[src/rtl/loop_buf_ctrl.sv]
module loop_buf_ctrl #(
  parameter int AW    = 16,
  parameter int IW    = 32,
  parameter int OW    = 8,
  parameter int DEPTH = 128
) (
  input  logic          clk,
  input  logic          rst_n,
  input  logic          fetch_req,
  input  logic [AW-1:0] fetch_pc,
  input  logic          lbon_valid,
  input  logic [AW-1:0] lbon_pc,
  input  logic [OW-1:0] lbon_offset,
  output logic          l1_req,
  output logic [AW-1:0] l1_addr,
  input  logic [IW-1:0] l1_data,
  output logic          instr_valid,
  output logic [IW-1:0] instr_data
);
  localparam int IDXW = (DEPTH > 1) ? $clog2(DEPTH) : 1;

  logic            active;
  logic [AW-1:0]   lo_q, hi_q;
  logic [DEPTH-1:0] vld;
  logic [IW-1:0]   mem [DEPTH];
  logic            rsp_v, rsp_buf, fill_q;
  logic [IDXW-1:0] fill_idx;
  logic [IW-1:0]   buf_q;

  wire            in_rng = active && (fetch_pc >= lo_q) && (fetch_pc <= hi_q);
  wire [IDXW-1:0] idx    = IDXW'(fetch_pc - lo_q);
  wire            hit    = fetch_req && in_rng && vld[idx];
  wire            leave  = fetch_req && active && !in_rng;
  wire            wipe   = lbon_valid || leave;
  wire            lb_ok  = 32'(lbon_offset) < DEPTH;
  wire [AW-1:0]   nlo    = lbon_pc + AW'(1);

  assign l1_req      = fetch_req && !hit;
  assign l1_addr     = fetch_pc;
  assign instr_valid = rsp_v;
  assign instr_data  = rsp_buf ? buf_q : l1_data;

  always_ff @(posedge clk) begin
    if (!rst_n) begin
      active   <= 1'b0;
      lo_q     <= '0;
      hi_q     <= '0;
      vld      <= '0;
      rsp_v    <= 1'b0;
      rsp_buf  <= 1'b0;
      fill_q   <= 1'b0;
      fill_idx <= '0;
    end else begin
      rsp_v    <= fetch_req;
      rsp_buf  <= hit;
      fill_q   <= fetch_req && in_rng && !vld[idx] && !lbon_valid;
      fill_idx <= idx;
      if (wipe) vld <= '0;
      else if (fill_q) vld[fill_idx] <= 1'b1;
      if (lbon_valid) begin
        active <= lb_ok;
        lo_q   <= nlo;
        hi_q   <= nlo + AW'(lbon_offset);
      end else if (leave) begin
        active <= 1'b0;
      end
    end
  end

  always_ff @(posedge clk) begin
    if (fill_q) mem[fill_idx] <= l1_data;
    if (hit) buf_q <= mem[idx];
  end


  resp_lat_chk: assert property (@(posedge clk) disable iff (!rst_n)
    fetch_req |=> instr_valid);

  no_resp_chk: assert property (@(posedge clk) disable iff (!rst_n)
    !fetch_req |=> !instr_valid);

  oversize_chk: assert property (@(posedge clk) disable iff (!rst_n)
    (lbon_valid && !lb_ok) |=> (!active && vld == '0));

  exit_chk: assert property (@(posedge clk) disable iff (!rst_n)
    (leave && !lbon_valid) |=> (!active && vld == '0));

  clear_chk: assert property (@(posedge clk) disable iff (!rst_n)
    lbon_valid |=> (vld == '0));

  hit_mode_chk: assert property (@(posedge clk) disable iff (!rst_n)
    (fetch_req && !l1_req) |-> active);

  req_gate_chk: assert property (@(posedge clk) disable iff (!rst_n)
    l1_req |-> fetch_req);
endmodule

[config.mk]
export PLATFORM = sky130hd
export DESIGN_NAME = loop_buf_ctrl
export DESIGN_NICKNAME = d
export VERILOG_FILES = /design/src/rtl/loop_buf_ctrl.sv
export SDC_FILE = /design/constraint.sdc
export NUM_CORES = 2
export LEC_CHECK = 0
export ABC_AREA = 0
export BUFFER_PORTS_ARGS = -buffer_cell sky130_fd_sc_hd__buf_4
export CAP_MARGIN = 30
export CORE_MARGIN = 3
export CORE_UTILIZATION = 40
export CTS_BUF_LIST = sky130_fd_sc_hd__clkbuf_16
export DETAILED_ROUTE_END_ITERATION = 8
export GPL_ROUTABILITY_DRIVEN = 0
export GPL_TIMING_DRIVEN = 0
export PLACE_DENSITY = 0.63
export SETUP_SLACK_MARGIN = 0.05
export SLEW_MARGIN = 20
export SYNTH_ARGS = -nofsm -noshare
export SYNTH_HDL_FRONTEND = slang
export SYNTH_SLANG_ARGS = --single-unit
[constraint.sdc]
create_clock -name clk -period 8.21 [get_ports clk]
set_clock_uncertainty 0.2 [all_clocks]
set_input_delay 1.642 -clock clk [delete_from_list [all_inputs] [get_ports clk]]
set_output_delay 1.642 -clock clk [all_outputs]
set_load 0.02 [all_outputs]
==> impl_metrics.env <==
export IMPL_status="complete, no violations"
export IMPL_hpwlAfterDp_mm=329
export IMPL_timing_hold_ws_ns=0.263
export IMPL_p_comb_frac=0.147
export IMPL_p_int_mw=36.6
export IMPL_num_io_pins=126
export IMPL_worst_slew_pin_slew_ns=1.19
export IMPL_first_iter_violations=12700
export IMPL_endpoint_kind="output port"
export IMPL_drive_above_1_share=0.261
export IMPL_first_pass_iters=8
export IMPL_synth_fp_nets=8403
export IMPL_crit_path_start_kind="input pin"
export IMPL_setup_violations=0
export IMPL_cp_slowest_cell="fa_1"
export IMPL_layout_commonest_cell="edfxtp_1"
export IMPL_postLayoutCoreUtil=0.468
export IMPL_slew_limit_headroom=0.200
export IMPL_grt_pass1_vias=87200
export IMPL_dieHeight_um=651
export IMPL_start_util=0.402
export IMPL_p_per_area_mw_per_mm2=257
export IMPL_syn_cell_area_mm2=0.167
export IMPL_clock_sinks=4299
export IMPL_grt_total_usage=0.224
export IMPL_cts_tree="built"
export IMPL_grt_pass1_wl_mm=675
export IMPL_timing_critical_path_buf_inv=6
export IMPL_synth_ff_type="edfxtp_1"
export IMPL_switchingPower_mw=13.3
export IMPL_core_mm2=0.414
export IMPL_leakagePower_nw=61.7
export IMPL_path_max_fanout=10
export IMPL_synth_edff_count=4128
export IMPL_clock_path_buffers=4
export IMPL_via_per_inst=5.90
export IMPL_criticalPathCategory="in -> out"
export IMPL_seqPwrFrac=0.482
export IMPL_worstHoldPathType="reg -> reg"
export IMPL_rr_startpoint="lo_q[0]$_SDFFE_PN0P_"
export IMPL_vdd_drop_max_mv=0.194
export IMPL_postRouteAntennaNets=0
export IMPL_wl_per_cell_um=32.3
export IMPL_port_buffer_count=122
export IMPL_post_cts_buffers=0
export IMPL_cp_top_family="buffers and inverters"
export IMPL_place_inst=14100
export IMPL_worstPathArrival_ns=6.31
export IMPL_grt_max_degree=130
export IMPL_worstHoldStart="vld[77]$_SDFFE_PP0P_"
export IMPL_fmax_mhz=123
export IMPL_syn_inst=8284
export IMPL_fin_crit_sh=0.993
export IMPL_synth_cell_types=68
export IMPL_antenna_found_initial=34
export IMPL_cts_made_buffers=421
export IMPL_die_area_mm2=0.424
export IMPL_root_buffer="clkbuf_16"
export IMPL_cp_data_required_time_ns=6.37
export IMPL_cpPeakStageDelay_ns=0.87
export IMPL_ys_seq_area_frac=0.765
export IMPL_period_needed_ns=8.15
export IMPL_clock_latency_ns=1.00
export IMPL_grt_ovfl_total=0
export IMPL_fp_dieW_um=651
export IMPL_maxCapViolations=0
export IMPL_ys_seq_elements=4299
export IMPL_power_clock_fraction=0.371
export IMPL_syn_to_final_growth_pct=16.4
export IMPL_final_hold_violation_count=0
export IMPL_drc_errors=0
export IMPL_drt_wl_total_mm=482
export IMPL_crit_chain="buf_4, inv_1, ha_1, fa_1, buf_2, buf_2, mux4_2, mux2_2, o22ai_1, nor4_1, a211oi_2, buf_6, o21a_1, buf_4"
export IMPL_cts_max_level=5
export IMPL_async_reset_ff_frac=0
export IMPL_rsz0062_at_grt="no"
export IMPL_clkTransAtPathRegs_ns=0.06
export IMPL_drv_slew=0
export IMPL_vias=88000
export IMPL_synth_avg_cell_area_um2=20.1
export IMPL_hold_buffers=0
export IMPL_finalNonFillerCells=14900
export IMPL_swShare=0.267
export IMPL_ctsResizeCount=1
export IMPL_rows=236
export IMPL_final_cell_mix="edfxtp_1, mux4_2, nand2_1"
export IMPL_cp_startpoint="fetch_pc[0]"
export IMPL_ys_warn_count=0
export IMPL_final_nets=9196
[state kept, by name (all words and copies together), names as in the netlist]
name and count:
active 1, buf_q 32, fill_idx 7, fill_q 1
hi_q 16, instr_valid 1, lo_q 16, mem 4096
rsp_buf 1, vld 128
[Yosys cell counts, types with 41 or more instances]
cell / n / share of area
a311oi_1: 190 / 0.010
nand2_1: 1045 / 0.024
buf_2: 178 / 0.0053
edfxtp_1: 4128 / 0.74
o21a_1: 130 / 0.0059
ha_1: 41 / 0.0031
inv_1: 43 / 0.00097
nand3_1: 276 / 0.0083
nor2_1: 187 / 0.0042
buf_1: 83 / 0.0019
and3_1: 129 / 0.0048
clkbuf_1: 210 / 0.0047
a31oi_1: 69 / 0.0026
dfxtp_1: 171 / 0.021
mux4_2: 1060 / 0.14
[metrics by stage]
step	total power [mW]	worst slack, ns	cell area, um2	setup TNS (ns)
after CTS	49.9	0.0688	193000	0
after floorplan	28.1	1.30	167000	0
after global placement	31.5	-4.30	174000	-164.06
after global routing	51.2	0.0775	194000	0
after detailed placement	31.7	0.0529	180000	0
final	49.9	0.0556	194000	0
[final cells by class]
cell class / count / area (um2)
antenna: 18 / 45.0
buffer: 508 / 2300
clock buffer: 430 / 10800
clock inverter: 338 / 2330
fill: 34000 / 220000
inverter: 43 / 161
multi-input combinational: 3434 / 37900
sequential: 4299 / 127000
tap: 5474 / 6850
timing repair buffer: 370 / 6160
[routing by layer]
layer	GRT usage	vias to the layer above	wire, um
li1	-	35500	-
met1	0.305	46700	184000
met2	0.347	5024	224000
met3	0.0502	835	50100
met4	0.0953	8	24000
met5	0	-	55
[final timing paths]
kind | depth (start not counted) | to | slack [ns]
setup reg to reg | 13 | buf_q[23]$_DFFE_PP_ | 1.79
hold / removal | 1 | vld[77]$_SDFFE_PP0P_ | 0.26
hold reg to reg | 1 | vld[77]$_SDFFE_PP0P_ | 0.26
setup / recovery | 14 | l1_req | 0.06
[logic make-up after synthesis]
kind of cell / Yosys count / share of synthesized area
XOR/XNOR: 28 / 0.00156
AO/OA/AOI/OAI: 501 / 0.0234
adder cells (fa/ha/maj): 43 / 0.00332
buffers and inverters: 551 / 0.0146
AND/OR/NAND/NOR: 1743 / 0.0449
flip-flops: 4299 / 0.765
multiplexers: 1119 / 0.147
[power by group through the flow]
stage	logic (mW)	clock network [mW]	registers [mW]
6_report	7.34	18.5	24.1
5_1_grt	7.55	19.6	24.1
4_1_cts	7.15	18.7	24.1
3_5_place_dp	7.13	0	24.5
3_3_place_gp	6.90	0	24.6
2_1_floorplan	3.57	0	24.5
No activity file was read; power rests on OpenSTA's default activity.
